--- config.mk ---
export PLATFORM = sky130hd
export DESIGN_NAME = insamp_top
export DESIGN_NICKNAME = d
export VERILOG_FILES = /design/src/rtl/insamp_pkg.sv /design/src/rtl/insamp_bank.sv /design/src/rtl/insamp_rdctl.sv /design/src/rtl/insamp_top.sv
export SDC_FILE = /design/constraint.sdc
export NUM_CORES = 1
export LEC_CHECK = 0
export BUFFER_PORTS_ARGS = -buffer_cell sky130_fd_sc_hd__buf_2
export CAP_MARGIN = 20
export CELL_PAD_IN_SITES_DETAIL_PLACEMENT = 1
export CELL_PAD_IN_SITES_GLOBAL_PLACEMENT = 1
export CORE_MARGIN = 3
export CORE_UTILIZATION = 25
export CTS_CLUSTER_DIAMETER = 80
export CTS_CLUSTER_SIZE = 10
export DETAILED_ROUTE_END_ITERATION = 10
export GPL_TIMING_DRIVEN = 0
export PLACE_DENSITY_LB_ADDON = 0.1
export REMOVE_ABC_BUFFERS = 1
export SLEW_MARGIN = 20
export SYNTH_ARGS = -nofsm -noshare
export SYNTH_HDL_FRONTEND = slang
export SYNTH_SLANG_ARGS = --single-unit
export TNS_END_PERCENT = 1
--- constraint.sdc ---
create_clock -name clk -period 2.3 [get_ports clk]
set_clock_uncertainty 0.2 [all_clocks]
set_input_delay 0 -clock clk [delete_from_list [all_inputs] [get_ports clk]]
set_output_delay 0 -clock clk [all_outputs]
set_load 0.1 [all_outputs]
--- src/rtl/insamp_pkg.sv ---
package insamp_pkg;
  localparam int unsigned DEF_BANKS  = 4;
  localparam int unsigned DEF_BANK_W = 8;
  localparam int unsigned DEF_STALL  = 2;

  typedef enum logic [1:0] {
    RD_IDLE  = 2'd0,
    RD_STALL = 2'd1,
    RD_DATA  = 2'd2
  } rd_state_e;
endpackage

--- src/rtl/insamp_bank.sv ---
module insamp_bank #(
  parameter int unsigned W = 8
) (
  input  logic         clk,
  input  logic         rst_n,
  input  logic         run_i,
  input  logic [W-1:0] pin_en_i,
  input  logic [W-1:0] d_i,
  output logic [W-1:0] q_o
);
  logic [W-1:0] s1_q, s2_q;
  logic [W-1:0] adv;

  function automatic logic [W-1:0] merge(input logic [W-1:0] old_v,
                                         input logic [W-1:0] new_v,
                                         input logic [W-1:0] m);
    return (old_v & ~m) | (new_v & m);
  endfunction

  assign adv = {W{run_i}} & pin_en_i;

  always_ff @(posedge clk) begin
    if (!rst_n) begin
      s1_q <= '0;
      s2_q <= '0;
    end else begin
      s1_q <= merge(s1_q, d_i, adv);
      s2_q <= merge(s2_q, s1_q, adv);
    end
  end

  assign q_o = s2_q;

  // a bank with no advancing pin keeps both stages
  p_hold_idle_r7: assert property (@(posedge clk) disable iff (!rst_n)
    (adv == '0) |=> ($stable(s1_q) && $stable(s2_q)));

  // a fully enabled running bank captures the pads
  p_capture_r5: assert property (@(posedge clk) disable iff (!rst_n)
    (run_i && (&pin_en_i)) |=> (s1_q == $past(d_i)));
endmodule

--- src/rtl/insamp_rdctl.sv ---
module insamp_rdctl
  import insamp_pkg::*;
#(
  parameter int unsigned NB        = 4,
  parameter int unsigned STALL_CYC = 2
) (
  input  logic          clk,
  input  logic          rst_n,
  input  logic [NB-1:0] smp_i,
  input  logic          rd_req_i,
  output logic          rd_ready_o,
  output logic [NB-1:0] dem_o
);
  localparam int unsigned CW = $clog2(STALL_CYC + 1);

  rd_state_e     st_q, st_d;
  logic [NB-1:0] snap_q;
  logic [CW-1:0] cnt_q;
  logic          all_run, start_stall, imm_ready;

  assign all_run     = &smp_i;
  assign start_stall = (st_q == RD_IDLE) && rd_req_i && !all_run;
  assign imm_ready   = (st_q == RD_IDLE) && rd_req_i && all_run;

  always_comb begin
    st_d       = st_q;
    dem_o      = '0;
    rd_ready_o = 1'b0;
    unique case (st_q)
      RD_IDLE: begin
        rd_ready_o = imm_ready;
        if (start_stall) begin
          dem_o = ~smp_i;
          st_d  = (STALL_CYC == 1) ? RD_DATA : RD_STALL;
        end
      end
      RD_STALL: begin
        dem_o = snap_q;
        if (cnt_q == CW'(STALL_CYC - 1)) st_d = RD_DATA;
      end
      RD_DATA: begin
        rd_ready_o = rd_req_i;
        if (rd_req_i) st_d = RD_IDLE;
      end
      default: st_d = RD_IDLE;
    endcase
  end

  always_ff @(posedge clk) begin
    if (!rst_n) begin
      st_q   <= RD_IDLE;
      snap_q <= '0;
      cnt_q  <= '0;
    end else begin
      st_q <= st_d;
      if (start_stall) begin
        snap_q <= ~smp_i;
        cnt_q  <= CW'(1);
      end else if (st_q == RD_STALL) begin
        cnt_q <= cnt_q + CW'(1);
      end
    end
  end

  // the requester holds the request through the stall
  p_req_held_r10: assert property (@(posedge clk) disable iff (!rst_n)
    (st_q == RD_STALL) |-> rd_req_i);

  // the data phase lasts one cycle and follows a stall
  p_data_after_stall_r2: assert property (@(posedge clk) disable iff (!rst_n)
    (st_q == RD_DATA) |-> ($past(st_q) != RD_DATA));

  // the captured mode does not change during a stall
  p_snap_kept_r9: assert property (@(posedge clk) disable iff (!rst_n)
    (st_q == RD_STALL && $past(st_q) == RD_STALL) |-> $stable(snap_q));

  // ready only with a request
  p_ready_req_r10: assert property (@(posedge clk) disable iff (!rst_n)
    rd_ready_o |-> rd_req_i);
endmodule

--- src/rtl/insamp_top.sv ---
module insamp_top
  import insamp_pkg::*;
#(
  parameter int unsigned N_BANKS   = DEF_BANKS,
  parameter int unsigned BANK_W    = DEF_BANK_W,
  parameter int unsigned STALL_CYC = DEF_STALL
) (
  input  logic                      clk,
  input  logic                      rst_n,
  input  logic [N_BANKS*BANK_W-1:0] pad_i,
  input  logic [N_BANKS*BANK_W-1:0] in_en_i,
  input  logic [N_BANKS-1:0]        smp_always_i,
  input  logic                      rd_req_i,
  output logic                      rd_ready_o,
  output logic [N_BANKS*BANK_W-1:0] rd_data_o
);
  localparam int unsigned NPIN = N_BANKS * BANK_W;

  logic [N_BANKS-1:0] dem;
  logic [N_BANKS-1:0] bank_run;
  logic [NPIN-1:0]    sync_q;

  function automatic logic [NPIN-1:0] gate_pins(input logic [NPIN-1:0] v,
                                                input logic [NPIN-1:0] en);
    return v & en;
  endfunction

  insamp_rdctl #(.NB(N_BANKS), .STALL_CYC(STALL_CYC)) u_rdctl (
    .clk       (clk),
    .rst_n     (rst_n),
    .smp_i     (smp_always_i),
    .rd_req_i  (rd_req_i),
    .rd_ready_o(rd_ready_o),
    .dem_o     (dem)
  );

  for (genvar b = 0; b < N_BANKS; b++) begin : g_bank
    assign bank_run[b] = smp_always_i[b] | dem[b];
    insamp_bank #(.W(BANK_W)) u_bank (
      .clk     (clk),
      .rst_n   (rst_n),
      .run_i   (bank_run[b]),
      .pin_en_i(in_en_i[b*BANK_W +: BANK_W]),
      .d_i     (pad_i[b*BANK_W +: BANK_W]),
      .q_o     (sync_q[b*BANK_W +: BANK_W])
    );
  end

  assign rd_data_o = gate_pins(sync_q, in_en_i);

  // every bank continuous, an idle request is answered at once
  p_imm_ready_r3: assert property (@(posedge clk) disable iff (!rst_n)
    (rd_req_i && (&smp_always_i) && !$past(rd_req_i)) |-> rd_ready_o);
endmodule

Word-level counts from Yosys, hierarchy flattened
Index checks and enable logic that the tools add are counted.
{ "op_classes": {"reduce_logical": 9, "bitwise_logic": 39, "n_eq_ne": 6, "addsub": 1, "muxes": 9} }
{ "ops": {"columns": ["op", "count"], "rows": [
  ["bitwise AND 8 bit", 20],
  ["OR 8 bit", 8],
  ["bitwise AND 32 bit", 1],
  ["inverter 8 bit", 4],
  ["case mux 4 bit (2 select lines)", 1],
  ["2-to-1 mux 2 bit", 3],
  ["case mux 2 bit (3 select lines)", 1],
  ["equality test 2 x 1 -> 1 bit, second input constant", 2],
  ["2-to-1 mux 4 bit", 1],
  ["inequality test 2 x 1 -> 1 bit, second input constant", 2],
  ["inverter 4 bit", 1],
  ["OR 1 bit", 4],
  ["AND reduction 4 bit", 1],
  ["logical AND 1 bit", 3],
  ["AND reduction 3 bit", 1],
  ["adder 2 x 1 -> 2 bit, second input constant", 1],
  ["equality test 2 bit, second input constant", 1],
  ["logical NOT 2 bit", 1],
  ["2-to-1 mux 1 bit", 2],
  ["inequality test 2 bit, second input constant", 1],
  ["case mux 1 bit (2 select lines)", 1],
  ["nonzero test 2 bit", 1],
  ["OR reduction 2 bit", 1],
  ["logical NOT 1 bit", 1],
  ["inverter 1 bit", 1]
]} }
{ "word_totals": {"register_bits": 72, "inputBits": 71, "elab_cells": 76} }

Logic depth before layout (Yosys ltp)
Gate-level depths: netlist (run 1).
{ "logic_depth": {"depth_word": 10, "depth_mapped": 5} }

By module
A second synthesis (run 1) with hierarchy kept.
{ "hier_totals": {"cells_unflattened": 354, "area_unflattened_um2": 3200.6} }
{ "by_module_without_submodules": {"columns": ["module", "instances", "cells_per_inst", "area_each_um2"], "rows": [
  ["insamp_bank", 4, 67, 628.1],
  ["insamp_rdctl", 1, 50, 462.9],
  ["insamp_top", 1, 36, 225.2]
]} }

Worst setup path after synthesis (run 1)
No wires, ideal clock.
{ "synth_path": {"path_type": "flip-flop to output port", "start": "reg u_rdctl.st_q[0]", "end": "out rd_ready_o", "setup_slack_ns": 0.032, "stages_incl_launch_ff": 4, "required_ns": 2.100, "arrival_ns": 2.068, "cell_sequence": "dfxtp_1 > buf_6 > and2b_4 > nor2b_1"} }
{ "synth_between": {"elab_chain_len": 4, "word_cells_on_any_way": 5, "classes_between": "eq/ne: 1; mux: 1; reduce/logical: 3"} }
{ "synth_lines": {"columns": ["element", "line", "text"], "rows": [
  ["start: declaration", "insamp_rdctl.sv:16", "rd_state_e st_q, st_d;"],
  ["start signal: assignment", "insamp_rdctl.sv:55", "st_q <= st_d;"],
  ["logical NOT 2 bit", "insamp_rdctl.sv:23, insamp_rdctl.sv:29", null],
  ["logical AND 1 bit (2 in series)", "insamp_rdctl.sv:23", "assign imm_ready = (st_q == RD_IDLE) && rd_req_i && all_run;"],
  ["case mux 1 bit (2 select lines) *", "insamp_rdctl.sv:29", "unique case (st_q)"],
  ["end: declaration", "insamp_top.sv:14", "output logic rd_ready_o,"]
]} }
Every way passes the cells marked *; elsewhere a longest branch is shown, timed or not.

Worst setup path in the final report (run 1)
{ "layout_path": {"start": "reg u_rdctl.st_q[1]", "end": "out rd_ready_o"} }
The elaborated chain is that of the path after synthesis.

==> implementation parameters, run 1 <==
Parameter                              Value

Placement
  Count of buffers from port buffering    roughly 100
  Cell Area, Placed    roughly 4300 um2
  Detailed-placement wirelength estimate    6.71 mm
  Final Wtd Congestion    a little under 0.7

Power and ir drop
  Overall Power    about 3.7 mW
  Worst-case vdd ir drop    about 0.00033 V
  Static Leakage    2.51 nW
  Pwr dens    641 nW/um2

Routing
  Count of vias placed by the detailed router    between 3000 and 4000
  Routed len/inst    roughly 13 um
  DR DRC count    0
  Detailed Route Iter0 Violations    62
  WL final    between 10 and 15 mm
  Via-to-Cell Ratio    between 4 and 5
  Total iterations of the first detailed-routing run    4
  Antenna-violating nets left    0

Timing
  Final setup vio count    0
  RSZ-0062 raised after global routing    false
  Final hold violation count    0
  Max-slew violations    0
  Post-route fraction of the period consumed by the critical path    90.2%
  Worst Max-Slew Pin Slew    about 0.75 ns
  Upper clock frequency limit    about 0.48 GHz
  Max-Slew Margin vs Limit    roughly half
  Tightest hold margin    approximately 0.25 ns
  Tmin final    about 2.1 ns

Setup path
  Cell family with most CP delay    flip-flops
  Endpoint class of the critical path    output pin
  CP max stage delay    roughly 0.82 ns
  Critical path cell sequence    a41oi_4 > nor2b_1 > buf_2
  Critical path class    reg2out
  Critical path buffer and inverter count    1
  Largest fanout on the critical path    36
  Setup crit start kind    register
  Endpoint arrival time on the critical path    between 1.5 and 2 ns
  Cell type of the slowest stage on the worst timing path    sky130_fd_sc_hd__dfxtp_2
  Worst path required time    about 2.1 ns

Clock network
  Count of hold-fix buffers inserted at cts    106
  Level count of the clock H-tree    3
  Post-cts gate resize count    0
  Bufs on Longest Clock Path    2
  Post-CTS setup buffers    0
  Root buf cell    sky130_fd_sc_hd__clkbuf_16
  Sink count of the clock tree    72
  Worst skew pair latency    0.34 ns
  TritonCTS Buffers    9
  Clock tree from TritonCTS    done
  Clock slew at reported path FFs    0.05 ns

Floorplanning
  Rows    43
  Die height    127 um
  Starting density of the core    ~26%
  Standard cell core area    ~14000 um2
  Die outline area    between 15000 and 20000 um2
  Boundary pin count    about 100
  Die outline width    between 100 and 150 um

Synthesis
  Asr flop ratio synth    0%
  Top cell type's share of synthesized area    roughly two fifths
  Number of enable flip-flop cells after synthesis    0
  Number of distinct library cell variants in the gate-level netlist after synthesis    26
  Warning count from the yosys run    0
  Fraction of the yosys area taken by sequential cells    between 30% and 40%
  Post-Syn Instances    410
  Largest cells by area after synthesis    sky130_fd_sc_hd__dfxtp_1 39%, sky130_fd_sc_hd__mux2i_1 17%, sky130_fd_sc_hd__nand2_1 13%, sky130_fd_sc_hd__o21ai_2 7.6%, sky130_fd_sc_hd__and2_1 5.4%
  Cell with the most instances after synthesis    sky130_fd_sc_hd__nand2_1
  Post-Synthesis Mean Instance Area    8.97 um2
  Commonest cells post-synth    128 x sky130_fd_sc_hd__nand2_1, 72 x sky130_fd_sc_hd__dfxtp_1, 64 x sky130_fd_sc_hd__mux2i_1
  Netlist area before placement    3680 um2
  Cell type with the highest aggregate area in the netlist    sky130_fd_sc_hd__dfxtp_1
  Top flip-flop cell by instance count after synthesis    sky130_fd_sc_hd__dfxtp_1
  Total of flip-flops plus latches after synthesis    72

Layout
  Area added between synthesis and finish    55.3%
  Final Instance Area    5710 um2
  Post-layout nets    just under 700
  Antenna cell count    0
  Share of final-layout standard cells stronger than drive strength 1    between 20% and 30%

Flow run
  Number of max-cap violations    0

Global route
  Overall Global Routing Usage    between 10% and 20%
  Largest net degree at the start of global routing    between 60 and 70
  Antenna violations before repair    0
  Final global-route overflow total    0
  Vias in the first global route    roughly 3800
  Global-route wire length before repair    roughly 17 mm

Worst hold path
  Type of the most critical hold path    reg2reg

Outcome
  Outcome    finished clean
==> path summary, 6_finish.rpt <==
check                                from          to  slack, ns  depth (start not counted)
max reg2reg  u_rdctl.st_q[0]$_SDFFE_PN0P_    register       0.34                          3
min                              register    register       0.25                          2
max          u_rdctl.st_q[1]$_SDFFE_PN0P_  rd_ready_o       0.22                          3
min reg2reg                      register    register       0.25                          2
==> where the power goes <==
part	switching [mW]	internal, mW
Combinational	0.392	0.354
Clock	0.531	1.00
Sequential	0.0489	1.33
Total	0.972	2.69
==> cells in the final DEF (no fill, tap or decap) <==
cell and instances:
sky130_fd_sc_hd__a2111oi_2 1, sky130_fd_sc_hd__a211oi_1 2, sky130_fd_sc_hd__a211oi_2 4, sky130_fd_sc_hd__a21oi_1 5
sky130_fd_sc_hd__a41oi_4 1, sky130_fd_sc_hd__and2_1 32, sky130_fd_sc_hd__and2_4 1, sky130_fd_sc_hd__and2b_4 1
sky130_fd_sc_hd__buf_16 1, sky130_fd_sc_hd__buf_2 102, sky130_fd_sc_hd__buf_4 1, sky130_fd_sc_hd__bufinv_16 2
sky130_fd_sc_hd__clkbuf_1 1, sky130_fd_sc_hd__clkbuf_16 9, sky130_fd_sc_hd__clkbuf_8 2, sky130_fd_sc_hd__clkinv_2 1
sky130_fd_sc_hd__dfxtp_1 71, sky130_fd_sc_hd__dfxtp_2 1, sky130_fd_sc_hd__dlygate4sd3_1 106, sky130_fd_sc_hd__ha_1 1
sky130_fd_sc_hd__inv_1 2, sky130_fd_sc_hd__mux2i_1 64, sky130_fd_sc_hd__mux2i_4 4, sky130_fd_sc_hd__nand2_1 128
sky130_fd_sc_hd__nand2b_1 32, sky130_fd_sc_hd__nor2_1 2, sky130_fd_sc_hd__nor2b_1 3, sky130_fd_sc_hd__nor3b_1 1
sky130_fd_sc_hd__o21a_1 1, sky130_fd_sc_hd__o21ai_2 32, sky130_fd_sc_hd__xor2_1 1
==> metrics by stage <==
| stage | std cells | setup TNS [ns] | setup WS (ns) | util [%] |
|---|---|---|---|---|
| 2_1_floorplan | 390 | -0.0710 | -0.0710 | - |
| 5_1_grt | 795 | 0 | 0.0418 | 40.3 |
| 4_1_cts | 795 | 0 | 0.158 | 40.3 |
| 3_3_place_gp | 673 | -1.24 | -0.311 | 30.4 |
| 6_report | 795 | 0 | 0.224 | 40.3 |
| 3_5_place_dp | 674 | 0 | 0.303 | 30.6 |
==> per-layer routing <==
metal	global-route usage, %	up-vias	wire length [um]
li1	-	1765	-
met1	15.5	1640	4700
met2	23.2	72	4940
met3	2.34	13	384
met4	5.30	0	183
met5	0	-	0
==> cell type report <==
class / count / area, um2
fillers: 1669 / 8440
multi-input cells: 316 / 2110
repair buffers: 210 / 1610
well taps: 180 / 225
clock inverters: 3 / 65.1
clock buffers: 12 / 256
inverters: 2 / 7.51
flip-flops and latches: 72 / 1440
==> worst register-to-register path, delay by kind of cell (launching register included) <==
kind            cells  cell delay [ns]
compound gates      1             0.16
flops               1             0.72
mux                 2             0.76
==> kinds of logic (layout without fill, tap and decap cells) <==
family / Yosys count / in the layout / share of synthesized area [%]
AOI/OAI and AO/OA: 46 / 46 / 11.4
xor gates and xnor gates: 1 / 1 / 0.238
adders and majority gates: 1 / 1 / 0.340
buffers and inverters: 22 / 227 / 3.54
DFF: 72 / 72 / 39.2
muxes: 68 / 68 / 19.9
and+or+nand+nor: 200 / 200 / 25.4
Power figures use the tool's default switching activity.
==> run 2: changes to the inputs <==
--- a/config.mk
+++ b/config.mk
@@ -16,6 +16,7 @@
 export DETAILED_ROUTE_END_ITERATION = 10
 export GPL_TIMING_DRIVEN = 0
 export PLACE_DENSITY_LB_ADDON = 0.1
+export RECOVER_POWER = 100
 export REMOVE_ABC_BUFFERS = 1
 export SLEW_MARGIN = 20
 export SYNTH_ARGS = -nofsm -noshare
==> implementation parameters, run 2 (synthesized netlist as in run 1, its figures left out) <==
Parameter                              Value

Timing
  Max-slew violations    0 (unchanged)
  Max-Slew Margin vs Limit    19.9% (-30 points)
  Upper clock frequency limit    0.482 GHz (+0.14%)
  RSZ-0062 raised after global routing    false
  Tightest hold margin    0.251 ns (-0.000490 ns)
  Worst Max-Slew Pin Slew    1.21 ns (+0.454 ns)
  Final hold violation count    0 (unchanged)
  Final setup vio count    0 (unchanged)
  Total negative setup slack    0 ns (unchanged)
  Slack of the critical path    0.227 ns (+0.00288 ns)
  Tmin final    2.07 ns (-0.00288 ns)
  Post-route fraction of the period consumed by the critical path    90.1% (-0.13 points)

Global route
  Final global-route overflow total    0 (unchanged)
  Overall Global Routing Usage    13.1% (unchanged)
  Largest net degree at the start of global routing    66 (unchanged)
  Global-route wire length before repair    17.1 mm (unchanged)
  Antenna violations before repair    0 (unchanged)
  Vias in the first global route    3772 (unchanged)

Floorplanning
  Die outline area    16200 um2 (unchanged)
  Starting density of the core    26.0% (unchanged)
  Standard cell core area    14100 um2 (unchanged)
  Rows    43 (unchanged)
  Die height    127 um (unchanged)
  Boundary pin count    104 (unchanged)
  Die outline width    127 um (unchanged)

Power and ir drop
  Internal cell power    2.66 mW (-1.0%)
  Pwr dens    651 nW/um2 (+1.6%)
  Clock group share of total power    42.7% (+0.8 points)
  Combinational power share    19.1% (-1.3 points)
  Net switching power of the design    945 uW (-2.8%)
  Worst-case vdd ir drop    0.000330 V (about the same)
  Switching fraction of total power    26.2% (-0.35 points)
  Static Leakage    2.32 nW (-7.5%)
  Sequential group share of total power    38.3% (+0.6 points)

Layout
  Most frequent standard cell in the layout excluding fill and tap cells    sky130_fd_sc_hd__nand2_1
  Post-layout nets    683 (unchanged)
  Antenna cell count    0 (unchanged)
  Area added between synthesis and finish    50.5%
  Sequential cell area in the final layout    1440 um2 (unchanged)
  Share of final-layout standard cells stronger than drive strength 1    15.6% (-11 points)
  Final Instance Area    5540 um2 (-3.0%)
  Commonest cells after routing, fill and taps aside    128 x sky130_fd_sc_hd__nand2_1, 106 x sky130_fd_sc_hd__dlygate4sd3_1, 71 x sky130_fd_sc_hd__dfxtp_1, 70 x sky130_fd_sc_hd__buf_2, 64 x sky130_fd_sc_hd__mux2i_1
  Fill cell count    1706 (+2.2%)
  Area taken by multi-input logic gates    1970 um2 (-6.4%)

Routing
  Antenna-violating nets left    0 (unchanged)
  Total iterations of the first detailed-routing run    4 (unchanged)
  DR DRC count    0 (unchanged)
  WL final    10.3 mm (+0.80%)
  Via-to-Cell Ratio    4.37 (-0.37%)
  Detailed Route Iter0 Violations    65 (+4.8%)
  Count of vias placed by the detailed router    3477 (-0.37%)
  Routed len/inst    12.9 um (+0.80%)

Clock network
  Clock tree from TritonCTS    done
  Worst skew pair latency    0.34 ns (about the same)
  Level count of the clock H-tree    3 (unchanged)
  Root buf cell    sky130_fd_sc_hd__clkbuf_16
  Post-CTS setup buffers    0 (unchanged)
  Bufs on Longest Clock Path    2 (unchanged)
  Clock slew at reported path FFs    0.05 ns (about the same)
  TritonCTS Buffers    9 (unchanged)
  Sink count of the clock tree    72 (unchanged)

Setup path
  Endpoint class of the critical path    output pin
  Worst path required time    2.10 ns (about the same)
  Endpoint arrival time on the critical path    1.87 ns (about the same)
  Critical path class    reg2out
  Setup crit start kind    register
  Largest fanout on the critical path    36 (unchanged)

Placement
  Detailed-placement wirelength estimate    6.71 mm (unchanged)
  Count of buffers from port buffering    103 (unchanged)
  Final Wtd Congestion    0.693 (unchanged)
  Cell Area, Placed    4330 um2 (unchanged)
  Dpl ws    0.303 ns (unchanged)

Worst hold path
  Type of the most critical hold path    reg2reg

Outcome
  Outcome    finished clean

Flow run
  Number of max-cap violations    0 (unchanged)
run 2: cell count changes in the layout (fill, tap and decap cells not counted), sizes merged:
| cell | previous run | this run |
|---|---|---|
| clkbuf | 12 | 44 |
| buf | 104 | 72 |
run 2: worst paths after layout:
path | startpoint | to | slack (ns) | cells past startpoint
worst min-delay path | register | register | 0.25 | 2
worst min register to register | register | register | 0.25 | 2
worst max-delay path | u_rdctl.st_q[1]$_SDFFE_PN0P_ | rd_ready_o | 0.23 | 3
worst max register to register | u_rdctl.st_q[0]$_SDFFE_PN0P_ | register | 0.35 | 3
run 2: per-layer routing:
metal	share of wire [%]	vias up	routed length (um)	global-route usage, %
met2	48	72	4900	23.2
met1	47	1631	4820	15.5
met4	1.8	0	189	5.30
li1	-	1762	-	-
met5	0	-	0	0
met3	3.7	12	386	2.34
run 2: layout make-up:
| cell class | instances | share of cell area, % |
|---|---|---|
| tap | 180 | 4.07 |
| timing repair buffer | 210 | 28.3 |
| clock inverter | 3 | 1.18 |
| multi-input combinational | 316 | 35.6 |
| clock buffer | 12 | 4.63 |
| sequential | 72 | 26.1 |
| inverter | 2 | 0.136 |
run 2: worst max-delay path, stage by stage (launching register included):
cell and delay (ns):
sky130_fd_sc_hd__dfxtp_2 0.82, sky130_fd_sc_hd__a41oi_4 0.12, sky130_fd_sc_hd__nor2b_1 0.14, sky130_fd_sc_hd__buf_2 0.44
run 2: repair_timing:
item,CTS,global route
hold buffers,106,0
resized for setup,0,0
hold endpoints to repair,69,0
run 2: through the flow:
| stage | total power, mW | util, % | std cells |
|---|---|---|---|
| CTS | 3.73 | 40.3 | 795 |
| global placement | 2.00 | 30.4 | 673 |
| global route | 3.79 | 39.1 | 795 |
| floorplan | 1.82 | - | 390 |
| detailed placement | 2.03 | 30.6 | 674 |
| finish | 3.60 | 39.1 | 795 |
run 2: power groups by stage:
stage | combinational (mW) | clock (mW) | sequential, mW
final | 0.687 | 1.54 | 1.38
after global routing | 0.761 | 1.64 | 1.39
after CTS | 0.758 | 1.59 | 1.38
after detailed placement | 0.618 | 0 | 1.41
after global placement | 0.597 | 0 | 1.40
after floorplan | 0.427 | 0 | 1.39
==> run 3: changes to the inputs <==
==> constraint.sdc (replaced) <==
create_clock -name clk -period 2.3 [get_ports clk]
set_clock_uncertainty 0.2 [all_clocks]
set_input_delay 0.46 -clock clk [delete_from_list [all_inputs] [get_ports clk]]
set_output_delay 0.46 -clock clk [all_outputs]
set_load 0.1 [all_outputs]
==> implementation parameters, run 3 (synthesized netlist as in run 1, its figures left out) <==
Parameter                              Value

Floorplanning
  Die height    127 um (unchanged)
  Die outline width    127 um (unchanged)
  Boundary pin count    104 (unchanged)
  Die outline area    16200 um2 (unchanged)
  Standard cell core area    14100 um2 (unchanged)
  Rows    43 (unchanged)
  Starting density of the core    26.0% (unchanged)

Timing
  Tightest hold margin    0.169 ns (-0.0825 ns)
  Max-slew violations    0 (unchanged)
  Worst Max-Slew Pin Slew    0.714 ns (-0.492 ns)
  Post-route fraction of the period consumed by the critical path    93.6% (+3.5 points)
  Max-Slew Margin vs Limit    52.4% (+32 points)
  Final setup vio count    0 (unchanged)
  Upper clock frequency limit    0.464 GHz (-3.7%)
  Final hold violation count    0 (unchanged)
  RSZ-0062 raised after global routing    false
  Tmin final    2.15 ns (+0.0802 ns)

Placement
  Cell Area, Placed    4330 um2 (unchanged)
  Detailed-placement wirelength estimate    6.71 mm (unchanged)
  Count of buffers from port buffering    103 (unchanged)
  # placed instances    674 (unchanged)
  Final Wtd Congestion    0.693 (unchanged)

Setup path
  Endpoint class of the critical path    output pin
  Cell type of the slowest stage on the worst timing path    sky130_fd_sc_hd__dfxtp_2
  Endpoint arrival time on the critical path    1.49 ns (-0.38 ns)
  Setup crit start kind    register
  Crit path from    u_rdctl.st_q[0]$_SDFFE_PN0P_
  Largest fanout on the critical path    9 (-75%)
  Critical path endpoint    rd_ready_o
  Worst path required time    1.64 ns (-0.46 ns)
  Internal reg-to-reg setup slack    0.45 ns (+0.10 ns)
  Number of cells on the worst reg-to-reg path    3 (unchanged)
  Critical path class    reg2out
  Startpoint of the most critical register-to-register path    u_rdctl.st_q[0]$_SDFFE_PN0P_
  Critical path cell sequence    and2b_4 > nor2b_1 > buf_4
  CP max stage delay    0.40 ns (-0.42 ns)

Global route
  Global routing usage on met3    2.97% (+0.63 points)
  Met1 Resource Use GR    14.2% (-1.3 points)
  Overall Global Routing Usage    11.8% (-1.2 points)
  Global-route wire length before repair    15.3 mm (-11%)
  Largest net degree at the start of global routing    66 (unchanged)
  Antenna violations before repair    0 (unchanged)
  Vias in the first global route    3302 (-12%)
  Final global-route overflow total    0 (unchanged)
  Global-route track usage on met2    19.8% (-3.4 points)
  Global routing's busiest layer    met2

Routing
  Routed len/inst    14.0 um (+7.9%)
  Antenna-violating nets left    0 (unchanged)
  WL final    9.64 mm (-6.4%)
  Count of vias placed by the detailed router    3049 (-12%)
  Detailed Route Iter0 Violations    62 (-4.6%)
  Via-to-Cell Ratio    4.42 (+1.0%)
  Total iterations of the first detailed-routing run    4 (unchanged)
  DR DRC count    0 (unchanged)

Clock network
  Clock slew at reported path FFs    0.06 ns (about the same)
  Worst skew pair latency    0.34 ns (about the same)
  Sink count of the clock tree    72 (unchanged)
  TritonCTS Buffers    9 (unchanged)
  Count of hold-fix buffers inserted at cts    0 (-100%)
  Bufs on Longest Clock Path    2 (unchanged)
  Level count of the clock H-tree    3 (unchanged)
  Clock tree from TritonCTS    done
  Root buf cell    sky130_fd_sc_hd__clkbuf_16

Layout
  Fill cell count    1731 (+1.5%)
  Share of final-layout standard cells stronger than drive strength 1    25.3% (+9.7 points)
  Antenna cell count    0 (unchanged)
  Most frequent standard cell in the layout excluding fill and tap cells    sky130_fd_sc_hd__nand2_1
  Post-route non-filler standard cell count    690 (-13%)
  Final Instance Area    4500 um2 (-19%)
  Area added between synthesis and finish    22.5%
  Post-layout nets    578 (-15%)
  Commonest cells after routing, fill and taps aside    128 x sky130_fd_sc_hd__nand2_1, 70 x sky130_fd_sc_hd__dfxtp_1, 69 x sky130_fd_sc_hd__buf_2, 64 x sky130_fd_sc_hd__mux2i_1, 33 x sky130_fd_sc_hd__clkbuf_2

Power and ir drop
  Pwr dens    767 nW/um2 (+18%)
  Static Leakage    2.05 nW (-12%)
  Overall Power    3.45 mW (-4.2%)
  Worst-case vdd ir drop    0.000328 V (-0.74%)

Flow run
  Number of max-cap violations    0 (unchanged)

Outcome
  Outcome    finished clean

Worst hold path
  Type of the most critical hold path    in2reg
  Startpoint of the most critical hold path    pad_i[9]
==> run 3: changes by cell type in the layout (fill, tap and decap cells not counted), sizes merged <==
| cell | before | now |
|---|---|---|
| dlygate4sd3 | 106 | 0 |
| clkbuf | 44 | 45 |
==> run 3: worst min path at each step <==
stage,to,cells past startpoint,slack (ns)
after floorplan,register,2,0.23
after global placement,register,2,0.24
after detailed placement,register,2,0.25
after CTS,register,3,0.16
after global routing,register,3,0.17
final,register,3,0.17
==> run 3: through the flow <==
| step | setup WS, ns | util [%] | setup TNS [ns] |
|---|---|---|---|
| 2_1_floorplan | -0.531 | - | -0.531 |
| 3_3_place_gp | -0.771 | 30.4 | -13.68 |
| 3_5_place_dp | 0.0674 | 30.6 | 0 |
| 4_1_cts | 0.0631 | 32.9 | 0 |
| 5_1_grt | 0.0715 | 31.8 | 0 |
| 6_report | 0.147 | 31.8 | 0 |
==> run 3: power by group <==
group	switching, mW	total [mW]	internal [mW]	leakage, nW
Clock	0.532	1.53	1.00	0.159
Sequential	0.0421	1.37	1.33	0.590
Combinational	0.339	0.549	0.210	1.30
==> run 3: per-layer routing <==
layer,part of all wire [%],up-vias
met5,0,-
met4,1.9,0
met3,5.5,12
met2,44,70
met1,48,1419
li1,-,1548
==> run 3: area by class of cell <==
cell class,count,area [um2],share of cell area (%)
Sequential cell,72,1450,32.1
Tap cell,180,225,5.00
Timing Repair Buffer,105,573,12.7
Inverter,2,7.51,0.167
Clock inverter,3,65.1,1.44
Clock buffer,12,256,5.70
Multi-Input combinational cell,316,1930,42.8
==> run 3: timing repair <==
action                                  CTS  global route
endpoints found under the setup margin    1             1
hold endpoints to repair                  0             0
gates resized for setup                   3             0
buffers inserted                          0             1
==> run 3: critical path: cells and delay by family (launching register included) <==
family,cells,cell delay [ns]
and+or+nand+nor,2,0.44
buffers and inverters,1,0.30
DFF,1,0.40
